<file path="config.mk">
export PLATFORM = sky130hd
export DESIGN_NAME = swz_bank_mapper
export DESIGN_NICKNAME = d
export VERILOG_FILES = /design/src/rtl/swz_pkg.sv /design/src/rtl/swz_cfg_decode.sv /design/src/rtl/swz_permute.sv /design/src/rtl/swz_bank_split.sv /design/src/rtl/swz_bank_mapper.sv
export SDC_FILE = /design/constraint.sdc
export NUM_CORES = 1
export LEC_CHECK = 0
export ABC_AREA = 1
export BUFFER_PORTS_ARGS = -buffer_cell sky130_fd_sc_hd__buf_2
export CORE_UTILIZATION = 57
export DETAILED_ROUTE_END_ITERATION = 12
export GPL_TIMING_DRIVEN = 0
export PLACE_DENSITY = 0.83
export SLEW_MARGIN = 0
export SYNTH_ARGS = -nofsm -noshare
export SYNTH_HDL_FRONTEND = slang
export SYNTH_SLANG_ARGS = --single-unit
</file>
<file path="constraint.sdc">
create_clock -name clk -period 3 [get_ports clk]
set_input_delay 0.9 -clock clk [delete_from_list [all_inputs] [get_ports clk]]
set_output_delay 0.9 -clock clk [all_outputs]
set_load 0.01 [all_outputs]
</file>
<file path="src/rtl/swz_pkg.sv">
package swz_pkg;
    localparam int ADDR_W     = 20;
    localparam int NUM_BANKS  = 32;
    localparam int BANK_W     = $clog2(NUM_BANKS);
    localparam int WORD_BYTES = 4;
    localparam int FOLD_SHIFT = 3;
    localparam int RUN_BITS   = 128;

    typedef enum logic [1:0] {
        EW_8   = 2'd0,
        EW_16  = 2'd1,
        EW_32  = 2'd2,
        EW_BAD = 2'd3
    } elem_w_e;

    typedef enum logic [1:0] {
        SWZ_NONE = 2'd0,
        SWZ_32B  = 2'd1,
        SWZ_64B  = 2'd2,
        SWZ_128B = 2'd3
    } swz_mode_e;

    typedef struct packed {
        logic [2:0] keep;
        logic [1:0] fold;
        logic [1:0] byte_log;
        logic       bad;
    } swz_cfg_t;

    function automatic int elem_bits(elem_w_e w);
        case (w)
            EW_8:    return 8;
            EW_16:   return 16;
            EW_32:   return 32;
            default: return RUN_BITS;
        endcase
    endfunction

    function automatic logic [2:0] keep_of(elem_w_e w);
        int ratio;
        int len;
        ratio = RUN_BITS / elem_bits(w);
        len   = 0;
        for (int i = 0; i < 8; i++) begin
            if ((ratio >> i) != 0) len = i + 1;
        end
        return 3'(len - 1);
    endfunction

    function automatic logic [1:0] byte_log_of(elem_w_e w);
        case (w)
            EW_16:   return 2'd1;
            EW_32:   return 2'd2;
            default: return 2'd0;
        endcase
    endfunction

    function automatic logic [1:0] fold_of(swz_mode_e m);
        case (m)
            SWZ_32B:  return 2'd1;
            SWZ_64B:  return 2'd2;
            SWZ_128B: return 2'd3;
            default:  return 2'd0;
        endcase
    endfunction
endpackage

</file>
<file path="src/rtl/swz_cfg_decode.sv">
module swz_cfg_decode
    import swz_pkg::*;
(
    input  logic [1:0] width_code,
    input  logic [1:0] mode_code,
    output swz_cfg_t   cfg
);
    elem_w_e   w;
    swz_mode_e m;

    always_comb begin
        w            = elem_w_e'(width_code);
        m            = swz_mode_e'(mode_code);
        cfg.keep     = keep_of(w);
        cfg.byte_log = byte_log_of(w);
        cfg.fold     = fold_of(m);
        cfg.bad      = (w == EW_BAD);
    end
endmodule

</file>
<file path="src/rtl/swz_permute.sv">
module swz_permute #(
    parameter int AW    = 20,
    parameter int SHIFT = 3
) (
    input  logic [AW-1:0] addr_in,
    input  logic [2:0]    keep,
    input  logic [1:0]    fold,
    output logic [AW-1:0] addr_out
);
    logic [AW-1:0] x;
    logic [AW-1:0] fmask;
    logic [AW-1:0] lmask;
    logic [AW-1:0] fx;

    always_comb begin
        x        = addr_in >> keep;
        fmask    = (AW'(1) << fold) - AW'(1);
        lmask    = (AW'(1) << keep) - AW'(1);
        fx       = x ^ ((x >> SHIFT) & fmask);
        addr_out = (fx << keep) | (addr_in & lmask);
    end
endmodule

</file>
<file path="src/rtl/swz_bank_split.sv">
module swz_bank_split #(
    parameter int AW         = 20,
    parameter int NUM_BANKS  = 32,
    parameter int WORD_BYTES = 4
) (
    input  logic [AW-1:0]                     addr,
    input  logic [1:0]                        byte_log,
    output logic [$clog2(NUM_BANKS)-1:0]      bank,
    output logic [AW-$clog2(NUM_BANKS)-1:0]   line
);
    localparam int BW     = $clog2(NUM_BANKS);
    localparam int WB_LOG = $clog2(WORD_BYTES);
    localparam int WW     = AW + 2;

    logic [WW-1:0] byte_addr;
    logic [WW-1:0] word;

    always_comb begin
        byte_addr = WW'(addr) << byte_log;
        word      = byte_addr >> WB_LOG;
        bank      = word[BW-1:0];
        line      = (AW-BW)'(word >> BW);
    end
endmodule

</file>
<file path="src/rtl/swz_bank_mapper.sv">
module swz_bank_mapper
    import swz_pkg::*;
#(
    parameter int AW = swz_pkg::ADDR_W,
    parameter int NB = swz_pkg::NUM_BANKS
) (
    input  logic                        clk,
    input  logic                        rst,
    input  logic                        in_valid,
    input  logic [AW-1:0]               in_addr,
    input  logic [1:0]                  in_width,
    input  logic [1:0]                  in_mode,
    output logic                        out_valid,
    output logic [AW-1:0]               out_addr,
    output logic [$clog2(NB)-1:0]       out_bank,
    output logic [AW-$clog2(NB)-1:0]    out_line,
    output logic                        out_err
);
    localparam int BW = $clog2(NB);
    localparam int LW = AW - BW;

    swz_cfg_t      cfg;
    logic [AW-1:0] perm_addr;

    logic          s1_valid;
    logic [AW-1:0] s1_addr;
    logic [1:0]    s1_blog;
    logic          s1_bad;

    logic [BW-1:0] sp_bank;
    logic [LW-1:0] sp_line;

    swz_cfg_decode u_dec (
        .width_code (in_width),
        .mode_code  (in_mode),
        .cfg        (cfg)
    );

    swz_permute #(.AW(AW), .SHIFT(FOLD_SHIFT)) u_perm (
        .addr_in  (in_addr),
        .keep     (cfg.keep),
        .fold     (cfg.fold),
        .addr_out (perm_addr)
    );

    always_ff @(posedge clk) begin
        if (rst) begin
            s1_valid <= 1'b0;
            s1_addr  <= '0;
            s1_blog  <= '0;
            s1_bad   <= 1'b0;
        end else begin
            s1_valid <= in_valid;
            s1_addr  <= cfg.bad ? '0 : perm_addr;
            s1_blog  <= cfg.byte_log;
            s1_bad   <= cfg.bad;
        end
    end

    swz_bank_split #(.AW(AW), .NUM_BANKS(NB), .WORD_BYTES(WORD_BYTES)) u_split (
        .addr     (s1_addr),
        .byte_log (s1_blog),
        .bank     (sp_bank),
        .line     (sp_line)
    );

    always_ff @(posedge clk) begin
        if (rst) begin
            out_valid <= 1'b0;
            out_addr  <= '0;
            out_bank  <= '0;
            out_line  <= '0;
            out_err   <= 1'b0;
        end else begin
            out_valid <= s1_valid;
            out_addr  <= s1_bad ? '0 : s1_addr;
            out_bank  <= s1_bad ? '0 : sp_bank;
            out_line  <= s1_bad ? '0 : sp_line;
            out_err   <= s1_bad;
        end
    end

    // valid travels through both stages
    p_stage1_follow_r2: assert property (@(posedge clk) disable iff (rst)
        in_valid |=> s1_valid);
    p_stage2_follow_r2: assert property (@(posedge clk) disable iff (rst)
        s1_valid |=> out_valid);
    p_idle_follow_r2: assert property (@(posedge clk) disable iff (rst)
        !s1_valid |=> !out_valid);

    // kept low bits unchanged by the permutation
    p_low_kept_r3: assert property (@(posedge clk) disable iff (rst)
        (s1_valid && !s1_bad) |->
        (((s1_addr ^ $past(in_addr)) & ((AW'(1) << $past(cfg.keep)) - AW'(1))) == '0));

    // only the fold field may differ
    p_fold_region_r4: assert property (@(posedge clk) disable iff (rst)
        (s1_valid && !s1_bad) |->
        ((((s1_addr ^ $past(in_addr)) >> $past(cfg.keep)) >> $past(cfg.fold)) == '0));

    // no swizzle means no change
    p_none_pass_r5: assert property (@(posedge clk) disable iff (rst)
        (s1_valid && !s1_bad && $past(in_mode) == 2'd0) |-> (s1_addr == $past(in_addr)));

    // for 4-byte elements bank word equals the element address
    p_word_elem_r6: assert property (@(posedge clk) disable iff (rst)
        (out_valid && !out_err && $past(s1_blog) == 2'd2) |-> ({out_line, out_bank} == out_addr));

    // error result is all zero
    p_err_zero_r7: assert property (@(posedge clk) disable iff (rst)
        (out_valid && out_err) |-> (out_addr == '0 && out_bank == '0 && out_line == '0));
endmodule

</file>
==> summary.md <==
| Metric | Value |
|---|---|
| Final worst path period need | 2.77 ns |
| Worst-Margin Slew | 0.629 ns |
| Remaining DRCs | 0 |
| Crit path cell chain | buf_2 -> inv_1 -> ha_1 -> inv_2 -> buf_2 -> nand3_1 -> nand3_1 -> nand2_1 -> nand3_2 -> nand3_1 -> nand3_1 -> nand3_1 -> a21oi_1 |
| Status | complete, no violations |
| Rel. slew slack | 58.0% |
| Pre-CTS setup slack | -0.0741 ns |
| Worst skew pair latency | 0.35 ns |
| GRT Total Usage | 36.2% |
| Synth cell types | 38 |
| Max cap viols | 0 |
| Initial Util | 58.8% |
| HP Class | reg -> reg |
| CP max-delay cell | ha_1 |
| Post-synthesis mux area share | 0% |
| Crit path capture type | flop |
| Skew final | 0.0119 ns |
| Die Wd | 85.7 microns |
| Period utilization | 92.2% |
| PD cells | 544 mW/mm^2 |
| Initial drt markers | 509 |
| Yosys warns | 0 |
| HP Start | s1_valid |
| Total grt overflow | 0 |
| Placer congestion estimate | 0.981 |
| Ant diodes | 0 |
| Clk buf depth | 2 |
| Die Y | 85.7 microns |
| Site row count | 30 |
| DP HPWL | 9.81 mm |
| Ratio of cells with drive above 1 in the final layout | 22.4% |
| Setup TNS Final | 0 ns |
| Crit Path Category | in -> reg |
| Final Util | 68.8% |
| Worst-path clk slew | 0.07 ns |
| CP dominant cell by count | nand3_1 |
| Nets@finish | 722 |
| Post-CTS Hold Fix Bufs | 0 |
| Routed Antenna Nets | 0 |
| Cell family with most CP delay | simple AND/OR/NAND/NOR gates |
| IO Pins | 69 |
| Number of global-route vias before repair | 4118 |
| Main combinational cell family by area after synthesis | simple AND/OR/NAND/NOR gates |
| Crit-path max cell delay | 0.33 ns |
| Peak Freq | 361 MHz |
| R2R Setup Slk | 1.40 ns |
| Synthesized instance count | 606 |
| Port-buffer cells | 67 |
| Vias/cell | 5.86 |
| Routed WL per cell | 16.6 microns |
| Max Slew Vio Count | 0 |
| H-tree depth | 3 |
| Final Hold Fails | 0 |
| Final WL | 13.0 mm |
| Worst EP required | 3.22 ns |
| Buf/Inv on CP | 4 |
| Sink of the worst hold path | out_valid |
| Simple-gate share of the synthesized area | 43.5% |
| Register area share after synthesis | 33.1% |
| Worst setup SP type | input pin |
| CP max FO | 10 |
| Worst Hold Depth | 2 |
| Post-synthesis register bit count | 66 |
| Post-synthesis cell area | 0.00400 sq mm |
| Die ar. | 0.00735 sq mm |
| FF-to-FF path depth | 6 |
| TritonCTS clock tree | done |
| Setup-failing EPs final | 0 |
| Syn_nets | 644 |
| Total CTS buffers | 9 |
| Pin count of the biggest net entering global routing | 14 |
| Clk sinks | 66 |
| Initial antenna violation count | 0 |
| CTS resizes | 0 |
| RSZ-0062 raised after global routing | no |
| Post-CTS setup buffer count | 0 |
| Area growth, synth to finish | 17.0% |
| Leakage power | 2.36 nW |
| DR pass1 iterations | 5 |
| Core area | 0.00679 sq mm |
| Peak supply drop | 197 uV |
| Routed vias | 4599 |
| Syn_area_per_cell | 6.60 sq um |
| Critical Path AT | 2.98 ns |
| Clk Tree Root Cell | clkbuf_8 |
| Synth Area in Compound Gates | 8.54% |
| Synth Area in Adders | 3.44% |
| Synth Area in XOR/XNOR | 0.219% |
| Setup WS post-layout | 0.233 ns |
| Reg2reg start | s1_bad |
| Global-route wire length before repair | 20.5 mm |
| FF-to-FF End | out_bank[4] |
where the power goes:
part | switching (mW) | leakage [nW] | internal (mW)
combinational | 0.489 | 1.70 | 0.244
clock | 0.362 | 0.114 | 0.475
sequential | 0.0310 | 0.542 | 0.945
final cells by class:
type	count	area [sq um]
plain buffers	36	209
flip-flops and latches	66	1320
repair buffers	67	335
clock buffers	9	124
multi-input cells	442	2230
well taps	96	120
clock inverters	7	100
inverters	62	240
fillers	587	2120
cell families after synthesis:
group / count (synthesis)
AO/OA/AOI/OAI: 58
flip-flops: 66
XOR/XNOR: 1
AND/OR/NAND/NOR: 372
buffers and inverters: 98
adder cells (fa/ha/maj): 11
per-layer routing:
layer / part of all wire (%) / vias to the layer above / track usage (%)
met5: 0 / - / 0
met4: 4.8 / 0 / 18.6
met3: 9.0 / 50 / 4.91
met2: 46 / 312 / 59.4
met1: 40 / 2077 / 46.6
li1: - / 2160 / -
worst min-delay path, cell delays in order (launching register included):
cell	delay, ns
dfxtp_1	0.30
inv_1	0.04
nor2_1	0.03
per-stage QoR:
stage                     area (sq um)  cells  total power [mW]  hold slack [ns]
after detailed placement          4450    769              1.70            0.397
final                             4680    785              2.55            0.408
after global placement            4450    769              1.69            0.396
after global routing              4680    785              2.67            0.439
after floorplan                   4000    606              1.49            0.388
after CTS                         4680    785              2.53            0.409
layout by cell type (no fill, tap or decap), types with 2 or more instances in the layout:
| cell type | netlist | layout |
|---|---|---|
| a21oi_1 | 12 | 12 |
| clkinv_4 | 0 | 2 |
| dfxtp_1 | 66 | 66 |
| inv_6 | 0 | 2 |
| inv_2 | 7 | 7 |
| clkbuf_8 | 0 | 9 |
| buf_4 | 5 | 5 |
| ha_1 | 11 | 11 |
| nor2_2 | 2 | 2 |
| o21ai_2 | 2 | 2 |
| or2_2 | 2 | 2 |
| clkbuf_1 | 13 | 13 |
| a21oi_2 | 2 | 2 |
| nand2_1 | 149 | 149 |
| o21ai_0 | 18 | 18 |
| o22ai_1 | 18 | 18 |
| nand2_2 | 19 | 19 |
| buf_2 | 12 | 79 |
| nor2_1 | 34 | 34 |
| nand4_1 | 2 | 2 |
| nand3_1 | 146 | 146 |
| buf_6 | 3 | 3 |
| nand3_2 | 13 | 13 |
| inv_1 | 53 | 53 |
| bufinv_16 | 0 | 2 |
flip-flops by register name, summed over array words and instances (netlist names):
register,count
s1_addr,20
out_addr,20
s1_bad,1
out_bank,5
s1_valid,1
s1_blog,2
out_line,15
out_valid,1
out_err,1
cells in the mapped netlist:
master	n	area share (%)
a21boi_0	1	0.19
a21oi_1	12	1.5
a21oi_2	2	0.44
a31oi_1	1	0.16
a32oi_1	1	0.22
and2_1	1	0.16
and3_1	1	0.16
buf_1	1	0.094
buf_12	1	0.50
buf_2	12	1.5
buf_4	5	0.94
buf_6	3	0.85
clkbuf_1	13	1.2
clkbuf_2	1	0.13
clkinv_1	1	0.094
dfxtp_1	66	33
ha_1	11	3.4
inv_1	53	5.0
inv_2	7	0.66
inv_8	1	0.28
nand2_1	149	14
nand2_2	19	3.0
nand3_1	146	18
nand3_2	13	3.3
nand4_1	2	0.31
nor2_1	34	3.2
nor2_2	2	0.31
nor3_1	1	0.13
nor3_2	1	0.25
nor3b_1	1	0.19
o211ai_1	1	0.19
o21ai_0	18	2.3
o21ai_1	1	0.13
o21ai_2	2	0.44
o22ai_1	18	2.8
o32ai_1	1	0.22
or2_2	2	0.31
xnor2_1	1	0.22
how the worst max path moves through the flow:
stage	start	slack [ns]	cells after the start	endpoint
2_1_floorplan	in_width[0]	0.42	13	s1_addr[7]
3_3_place_gp	in_width[0]	-0.03	14	s1_addr[7]
3_5_place_dp	in_width[0]	-0.07	13	s1_addr[3]
4_1_cts	in_width[0]	0.28	13	s1_addr[3]
5_1_grt	in_width[0]	0.11	13	s1_addr[3]
6_report	in_width[0]	0.23	13	s1_addr[3]
No activity file was read; power rests on OpenSTA's default activity.
